[src/rtl/qdu_pkg.sv]
package qdu_pkg;
  localparam int CMD_WORDS = 10;
  localparam int WORD_W    = 32;
  localparam int CFG_W     = 60;
  localparam int PN_W      = 128;
  localparam int STAT_W    = 272;
  localparam int NUM_EN    = 23;
  localparam int EN_VALID  = 1;
  localparam int EN_PNSIZE = 15;
  localparam int EN_PN     = 22;

  typedef enum logic [1:0] {ST_COLLECT, ST_APPLY, ST_FLUSH} qdu_state_e;

  // which enable (word 2 bit 8+n) owns configuration image bit b
  function automatic int cfg_bit_owner(input int b);
    if (b <= 15) return 0;
    if (b == 16) return 1;
    if (b <= 18) return 2;
    if (b == 19) return 3;
    if (b == 20) return 4;
    if (b <= 22) return 5;
    if (b == 23) return 6;
    if (b == 24) return 7;
    if (b == 25) return 8;
    if (b == 26) return 9;
    if (b == 27) return 11;
    if (b == 28) return 12;
    if (b == 29) return 13;
    if (b == 30) return 14;
    if (b == 31) return 16;
    if (b <= 41) return 10;
    if (b <= 43) return 15;
    if (b == 44) return 17;
    if (b <= 56) return 18;
    if (b == 57) return 19;
    if (b == 58) return 20;
    return 21;
  endfunction
endpackage

[src/rtl/qdu_collect.sv]
module qdu_collect #(
  parameter int WORDS = 10,
  parameter int DW    = 32
) (
  input  logic                clk,
  input  logic                rst_n,
  input  logic                acc,
  input  logic [DW-1:0]       din,
  output logic [WORDS*DW-1:0] words,
  output logic                last
);
  localparam int CNT_W = (WORDS > 1) ? $clog2(WORDS) : 1;

  logic [CNT_W-1:0] cnt_q, cnt_n;

  always_comb begin
    cnt_n = cnt_q;
    if (acc) begin
      if (cnt_q == CNT_W'(WORDS - 1)) cnt_n = '0;
      else                            cnt_n = cnt_q + 1'b1;
    end
  end

  always_ff @(posedge clk or negedge rst_n) begin
    if (!rst_n) cnt_q <= '0;
    else        cnt_q <= cnt_n;
  end

  assign last = acc && (cnt_q == CNT_W'(WORDS - 1));

  for (genvar i = 0; i < WORDS; i++) begin : g_word
    logic [DW-1:0] w_q;
    logic          w_en;
    assign w_en = acc && (cnt_q == CNT_W'(i));
    always_ff @(posedge clk or negedge rst_n) begin
      if (!rst_n)    w_q <= '0;
      else if (w_en) w_q <= din;
    end
    assign words[i*DW +: DW] = w_q;
  end

  assert_count_range_R1: assert property (@(posedge clk) disable iff (!rst_n)
    cnt_q <= CNT_W'(WORDS - 1));
endmodule

[src/rtl/qdu_decode.sv]
module qdu_decode
  import qdu_pkg::*;
#(
  parameter int NUM_DESC = 4,
  parameter int IDX_W    = 2
) (
  input  logic [CMD_WORDS*WORD_W-1:0] words,
  output logic [IDX_W-1:0]            idx,
  output logic                        legal,
  output logic [NUM_EN-1:0]           upd_en,
  output logic [CFG_W-1:0]            mask,
  output logic [CFG_W-1:0]            cfg_img,
  output logic [PN_W-1:0]             pn_img,
  output logic                        clr,
  output logic                        flush_req,
  output logic                        status_req,
  output logic [15:0]                 cmd_num
);
  logic [WORD_W-1:0] w0, w1, w2, w3, w4;
  logic [39:0]       addr;
  logic              addr_bad, valid_bad, size_bad;
  logic              unused_bits;

  assign w0 = words[0*WORD_W +: WORD_W];
  assign w1 = words[1*WORD_W +: WORD_W];
  assign w2 = words[2*WORD_W +: WORD_W];
  assign w3 = words[3*WORD_W +: WORD_W];
  assign w4 = words[4*WORD_W +: WORD_W];

  assign unused_bits = ^{w0[31:17], w4[31:29], words[9*WORD_W +: WORD_W]};

  assign addr       = {w2[7:0], w1};
  assign idx        = addr[IDX_W-1:0];
  assign upd_en     = w2[30:8];
  assign clr        = w2[31];
  assign flush_req  = w4[28];
  assign status_req = w0[16];
  assign cmd_num    = w0[15:0];
  assign cfg_img    = {w4[27:0], w3};
  assign pn_img     = words[5*WORD_W +: PN_W];

  for (genvar b = 0; b < CFG_W; b++) begin : g_mask
    localparam int OWNER = cfg_bit_owner(b);
    assign mask[b] = upd_en[OWNER];
  end

  assign addr_bad  = addr >= 40'(NUM_DESC);
  assign valid_bad = upd_en[EN_VALID] && !w3[16] && !w4[28];
  assign size_bad  = upd_en[EN_PNSIZE] && (w4[11:10] == 2'b11);
  assign legal     = !(addr_bad || valid_bad || size_bad);
endmodule

[src/rtl/qdu_store.sv]
module qdu_store
  import qdu_pkg::*;
#(
  parameter int NUM_DESC = 4,
  parameter int IDX_W    = 2
) (
  input  logic              clk,
  input  logic              rst_n,
  input  logic              wr_en,
  input  logic [IDX_W-1:0]  wr_idx,
  input  logic [CFG_W-1:0]  wr_mask,
  input  logic [CFG_W-1:0]  wr_cfg,
  input  logic              wr_pn_en,
  input  logic [PN_W-1:0]   wr_pn,
  input  logic              wr_clr,
  input  logic              st_we,
  input  logic [IDX_W-1:0]  st_idx,
  input  logic [STAT_W-1:0] st_data,
  input  logic [IDX_W-1:0]  rd_idx,
  output logic [CFG_W-1:0]  rd_cfg,
  output logic [PN_W-1:0]   rd_pn,
  output logic [STAT_W-1:0] rd_stat
);
  logic [CFG_W-1:0]  cfg_arr  [NUM_DESC];
  logic [PN_W-1:0]   pn_arr   [NUM_DESC];
  logic [STAT_W-1:0] stat_arr [NUM_DESC];

  for (genvar i = 0; i < NUM_DESC; i++) begin : g_desc
    logic              sel, st_sel;
    logic [CFG_W-1:0]  cfg_q, cfg_n;
    logic [PN_W-1:0]   pn_q, pn_n;
    logic [STAT_W-1:0] st_q, st_n;

    assign sel    = wr_en && (wr_idx == IDX_W'(i));
    assign st_sel = st_we && (st_idx == IDX_W'(i));

    always_comb begin
      cfg_n = cfg_q;
      pn_n  = pn_q;
      st_n  = st_q;
      if (sel) begin
        cfg_n = (cfg_q & ~wr_mask) | (wr_cfg & wr_mask);
        if (wr_pn_en) pn_n = wr_pn;
      end
      if (sel && wr_clr) st_n = '0;
      else if (st_sel)   st_n = st_data;
    end

    always_ff @(posedge clk or negedge rst_n) begin
      if (!rst_n) begin
        cfg_q <= '0;
        pn_q  <= '0;
        st_q  <= '0;
      end else begin
        cfg_q <= cfg_n;
        pn_q  <= pn_n;
        st_q  <= st_n;
      end
    end

    assign cfg_arr[i]  = cfg_q;
    assign pn_arr[i]   = pn_q;
    assign stat_arr[i] = st_q;

    assert_clear_wins_R10: assert property (@(posedge clk) disable iff (!rst_n)
      (sel && wr_clr) |=> (st_q == '0));
  end

  assign rd_cfg  = cfg_arr[rd_idx];
  assign rd_pn   = pn_arr[rd_idx];
  assign rd_stat = stat_arr[rd_idx];
endmodule

[src/rtl/qdesc_update_engine.sv]
module qdesc_update_engine
  import qdu_pkg::*;
#(
  parameter int NUM_DESC = 4,
  localparam int IDX_W   = (NUM_DESC > 1) ? $clog2(NUM_DESC) : 1
) (
  input  logic              clk,
  input  logic              rst_n,
  input  logic              cmd_valid,
  input  logic [31:0]       cmd_data,
  output logic              cmd_ready,
  output logic              status_valid,
  output logic [31:0]       status_data,
  output logic              flush_pulse,
  output logic [IDX_W-1:0]  flush_idx,
  input  logic              stat_we,
  input  logic [IDX_W-1:0]  stat_idx,
  input  logic [STAT_W-1:0] stat_data,
  input  logic [IDX_W-1:0]  rd_idx,
  output logic [CFG_W-1:0]  rd_cfg,
  output logic [PN_W-1:0]   rd_pn,
  output logic [STAT_W-1:0] rd_stat
);
  qdu_state_e state_q, state_n;

  logic [CMD_WORDS*WORD_W-1:0] words;
  logic                        acc, last;
  logic [IDX_W-1:0]            dec_idx;
  logic                        legal, clr, flush_req, status_req;
  logic [NUM_EN-1:0]           upd_en;
  logic [CFG_W-1:0]            mask, cfg_img;
  logic [PN_W-1:0]             pn_img;
  logic [15:0]                 cmd_num;
  logic                        apply, store_wr;
  logic                        sv_q, sv_n;
  logic [31:0]                 sd_q, sd_n;
  logic [IDX_W-1:0]            fidx_q, fidx_n;

  assign cmd_ready = (state_q == ST_COLLECT);
  assign acc       = cmd_valid && cmd_ready;
  assign apply     = (state_q == ST_APPLY);
  assign store_wr  = apply && legal;

  qdu_collect #(.WORDS(CMD_WORDS), .DW(WORD_W)) u_collect (
    .clk   (clk),
    .rst_n (rst_n),
    .acc   (acc),
    .din   (cmd_data),
    .words (words),
    .last  (last)
  );

  qdu_decode #(.NUM_DESC(NUM_DESC), .IDX_W(IDX_W)) u_decode (
    .words      (words),
    .idx        (dec_idx),
    .legal      (legal),
    .upd_en     (upd_en),
    .mask       (mask),
    .cfg_img    (cfg_img),
    .pn_img     (pn_img),
    .clr        (clr),
    .flush_req  (flush_req),
    .status_req (status_req),
    .cmd_num    (cmd_num)
  );

  qdu_store #(.NUM_DESC(NUM_DESC), .IDX_W(IDX_W)) u_store (
    .clk      (clk),
    .rst_n    (rst_n),
    .wr_en    (store_wr),
    .wr_idx   (dec_idx),
    .wr_mask  (mask),
    .wr_cfg   (cfg_img),
    .wr_pn_en (upd_en[EN_PN]),
    .wr_pn    (pn_img),
    .wr_clr   (clr),
    .st_we    (stat_we),
    .st_idx   (stat_idx),
    .st_data  (stat_data),
    .rd_idx   (rd_idx),
    .rd_cfg   (rd_cfg),
    .rd_pn    (rd_pn),
    .rd_stat  (rd_stat)
  );

  always_comb begin
    state_n = state_q;
    case (state_q)
      ST_COLLECT: if (last) state_n = ST_APPLY;
      ST_APPLY:   state_n = (flush_req && legal) ? ST_FLUSH : ST_COLLECT;
      default:    state_n = ST_COLLECT;
    endcase
  end

  always_comb begin
    sv_n   = 1'b0;
    sd_n   = sd_q;
    fidx_n = fidx_q;
    if (apply) begin
      sv_n   = status_req;
      sd_n   = {15'd0, !legal, cmd_num};
      fidx_n = dec_idx;
    end
  end

  always_ff @(posedge clk or negedge rst_n) begin
    if (!rst_n) begin
      state_q <= ST_COLLECT;
      sv_q    <= 1'b0;
      sd_q    <= '0;
      fidx_q  <= '0;
    end else begin
      state_q <= state_n;
      sv_q    <= sv_n;
      sd_q    <= sd_n;
      fidx_q  <= fidx_n;
    end
  end

  assign status_valid = sv_q;
  assign status_data  = sv_q ? sd_q : 32'd0;
  assign flush_pulse  = (state_q == ST_FLUSH);
  assign flush_idx    = fidx_q;

  assert_ready_drop_R1: assert property (@(posedge clk) disable iff (!rst_n)
    last |=> !cmd_ready);
  assert_flush_after_apply_R5: assert property (@(posedge clk) disable iff (!rst_n)
    flush_pulse |-> $past(apply));
  assert_flush_single_R5: assert property (@(posedge clk) disable iff (!rst_n)
    flush_pulse |=> !flush_pulse);
  assert_pnsize_legal_R7: assert property (@(posedge clk) disable iff (!rst_n)
    (store_wr && upd_en[EN_PNSIZE]) |-> (cfg_img[43:42] != 2'b11));
  assert_status_pulse_R9: assert property (@(posedge clk) disable iff (!rst_n)
    status_valid |=> !status_valid);
  assert_clear_zero_R4: assert property (@(posedge clk) disable iff (!rst_n)
    (store_wr && clr && rd_idx == dec_idx) |=> (!$stable(rd_idx) || rd_stat == '0));
endmodule

[config.mk]
export PLATFORM = sky130hd
export DESIGN_NAME = qdesc_update_engine
export DESIGN_NICKNAME = d
export VERILOG_FILES = /design/src/rtl/qdu_pkg.sv /design/src/rtl/qdu_collect.sv /design/src/rtl/qdu_decode.sv /design/src/rtl/qdu_store.sv /design/src/rtl/qdesc_update_engine.sv
export SDC_FILE = /design/constraint.sdc
export NUM_CORES = 2
export LEC_CHECK = 0
export ABC_AREA = 1
export BUFFER_PORTS_ARGS = -buffer_cell sky130_fd_sc_hd__buf_2
export CORE_MARGIN = 10
export CORE_UTILIZATION = 50
export DETAILED_ROUTE_END_ITERATION = 8
export PLACE_DENSITY = 0.69
export SLEW_MARGIN = 5
export SYNTH_ARGS = -nofsm -noshare
export SYNTH_HDL_FRONTEND = slang
export SYNTH_SLANG_ARGS = --single-unit
export TNS_END_PERCENT = 100
[constraint.sdc]
create_clock -name clk -period 2.8 [get_ports clk]
set_clock_uncertainty 0.2 [all_clocks]
set_input_delay 0.42 -clock clk [delete_from_list [all_inputs] [get_ports clk]]
set_output_delay 0.42 -clock clk [all_outputs]
set_load 0.05 [all_outputs]
==> impl_metrics.env <==
export IMPL_status="completed"
export IMPL_cts_root_buf="clkbuf_16"
export IMPL_syn_inst=12700
export IMPL_rsz0062_at_grt="false"
export IMPL_core_area_sq_um=195000
export IMPL_worst_pin_slew_ns=0.952
export IMPL_hold_path_class="input pin to register"
export IMPL_drive_above_1_share_pct=14.6
export IMPL_min_period_ns=2.70
export IMPL_synth_seq_area_share_pct=54.3
export IMPL_rows=162
export IMPL_initial_core_util_pct=50.4
export IMPL_slew_viol_final=0
export IMPL_die_w_um=464
export IMPL_ir_worst_vdd_uv=558
export IMPL_grt_max_degree=142
export IMPL_gp_congestion=0.879
export IMPL_fin_tns_setup_ns=0
export IMPL_drv_cap=0
export IMPL_avgSynthCellArea_sq_um=7.76
export IMPL_synth_seq_cells=2136
export IMPL_clock_sinks=2136
export IMPL_fillCellCount=16200
export IMPL_drtPass1Iterations=6
export IMPL_p_leak_nw=64.8
export IMPL_fmax_mhz=370
export IMPL_cp_data_required_time_ns=2.18
export IMPL_fin_area_sq_um=122000
export IMPL_io_buffers=793
export IMPL_final_core_util_pct=62.2
export IMPL_syn_area_sq_um=98500
export IMPL_grtUsageTotal_pct=29.9
export IMPL_antenna_found_initial=41
export IMPL_dp_hpwl_mm=208
export IMPL_setup_viol=0
export IMPL_synth_distinct_cells=24
export IMPL_critPathArrivalTime_ns=2.08
export IMPL_vias=90200
export IMPL_numCtsBuffers=222
export IMPL_cts_tree="done"
export IMPL_clockBufferDepth=3
export IMPL_viasPerCell=5.53
export IMPL_power_density_nw_per_um2=711
export IMPL_die_y_um=464
export IMPL_layout_commonest_cell="nand2_1"
export IMPL_placed_area_sq_um=111000
export IMPL_period_share_pct=96.4
export IMPL_critical_path_class="input pin to output pin"
export IMPL_area_delta_synth_final_pct=23.4
export IMPL_path_clk_slew_ns=0.06
export IMPL_relSlewSlack_pct=36.5
export IMPL_cts_htree_levels=4
export IMPL_ant_nets=0
export IMPL_grt_overflow=0
export IMPL_wirelength_mm=330
export IMPL_fin_nets=13800
export IMPL_cp_start_kind="input pin"
export IMPL_clk_latency_ns=0.87
export IMPL_final_cell_mix="nand2_1 (3302), o21ai_0 (2897), dfrtp_1 (2136)"
export IMPL_path_max_fanout=115
export IMPL_cp_end_kind="output pin"
export IMPL_finalHoldViolCount=0
export IMPL_first_iter_violations=10500
export IMPL_wl_per_cell_um=20.2
export IMPL_grt_pass1_vias=88000
export IMPL_drcViolationCount=0
export IMPL_die_area_sq_um=215000
export IMPL_pin_count=809
export IMPL_ys_warn_count=0
export IMPL_grt_pass1_wl_mm=517
## final timing paths
kind,cells past startpoint,endpoint,startpoint,slack (ns)
min,3,u_collect.g_word[7].w_q[3],cmd_data[3],0.1
max in group asynchronous,3,u_store.g_desc[3].st_q[239],rst_n,1.43
max,5,rd_pn[19],rd_idx[0],0.1
min in group asynchronous,3,async pin,rst_n,0.21
max reg2reg,10,u_store.g_desc[3].pn_q[36],state_q[1],0.14
min reg2reg,2,sd_q[6],u_collect.g_word[0].w_q[6],0.27
## layer usage
layer	global-route usage, %	vias to the layer above	part of all wire (%)
li1	-	41600	-
met3	5.84	796	8.3
met4	16.0	8	5.9
met5	0	-	0.016
met1	39.7	43700	40
met2	46.4	4132	46
## stage by stage
step / cells / hold slack [ns] / power, W / setup slack, ns
final: 16300 / 0.0983 / 0.0864 / 0.100
after CTS: 16300 / 0.00184 / 0.0867 / 0.0785
after global routing: 16300 / 0.0570 / 0.0908 / 0.0310
after global placement: 15600 / 0.200 / 0.0559 / 0.142
after floorplan: 12700 / -0.0756 / 0.0499 / 0.124
after detailed placement: 15600 / 0.211 / 0.0566 / 0.139
## critical path, cell delays in order
cell and delay (ns):
buf_8 0.24, buf_12 0.39, o21ai_0 0.22, o22ai_2 0.29, buf_2 0.33
## Yosys cell counts
master | n | area share [%]
clkinv_1 | 3 | 0.011
buf_2 | 78 | 0.40
buf_1 | 38 | 0.14
nand3_1 | 12 | 0.061
inv_2 | 4 | 0.015
nor2_4 | 1 | 0.011
nor2_1 | 1055 | 4.0
nand4_1 | 90 | 0.57
nand4_2 | 6 | 0.076
buf_4 | 37 | 0.28
nor2_2 | 1 | 0.0064
nor4_1 | 1 | 0.0064
inv_1 | 1721 | 6.6
conb_1 | 1 | 0.0038
xor2_1 | 2 | 0.018
o21ai_0 | 2897 | 15
o21ai_1 | 56 | 0.28
nand2_1 | 3305 | 13
a21oi_1 | 50 | 0.25
o22ai_1 | 444 | 2.8
clkbuf_1 | 750 | 2.9
dfrtp_1 | 2136 | 54
nor3_2 | 1 | 0.010
buf_6 | 3 | 0.034
## cell families after synthesis
group / Yosys count / share of synthesized area, %
other: 1 / 0.00381
xor gates and xnor gates: 2 / 0.0178
buffers and inverters: 2634 / 10.3
and+or+nand+nor: 4472 / 17.4
DFF: 2136 / 54.3
AOI/OAI and AO/OA: 3447 / 18.1
## power by group
| part | leakage [nW] | switching [W] | internal [W] |
|---|---|---|---|
| sequential | 27.9 | 0.00268 | 0.0352 |
| clock | 3.59 | 0.0128 | 0.0168 |
| combinational | 33.3 | 0.0129 | 0.00602 |
| total | 64.8 | 0.0284 | 0.0581 |
## layout make-up
class                           instances  area [sq um]  share of cell area, %
Sequential cell                      2136         53500                   44.0
Tap cell                             2624          3280                   2.70
Multi-Input combinational cell       7936         38000                   31.2
Antenna cell                           18          45.0                 0.0370
Inverter                             1728          6500                   5.35
Clock inverter                         69           826                  0.679
Timing Repair Buffer                 1464         13000                   10.7
Clock buffer                          335          6500                   5.35
## timing repair
action | in CTS | in global routing
hold endpoints to repair | 2703 | 0
setup endpoints to repair | 1 | 1
hold buffers | 306 | 0
setup buffers | 0 | 0
gates resized for setup | 1 | 1
(Power assumes the default switching activity.)
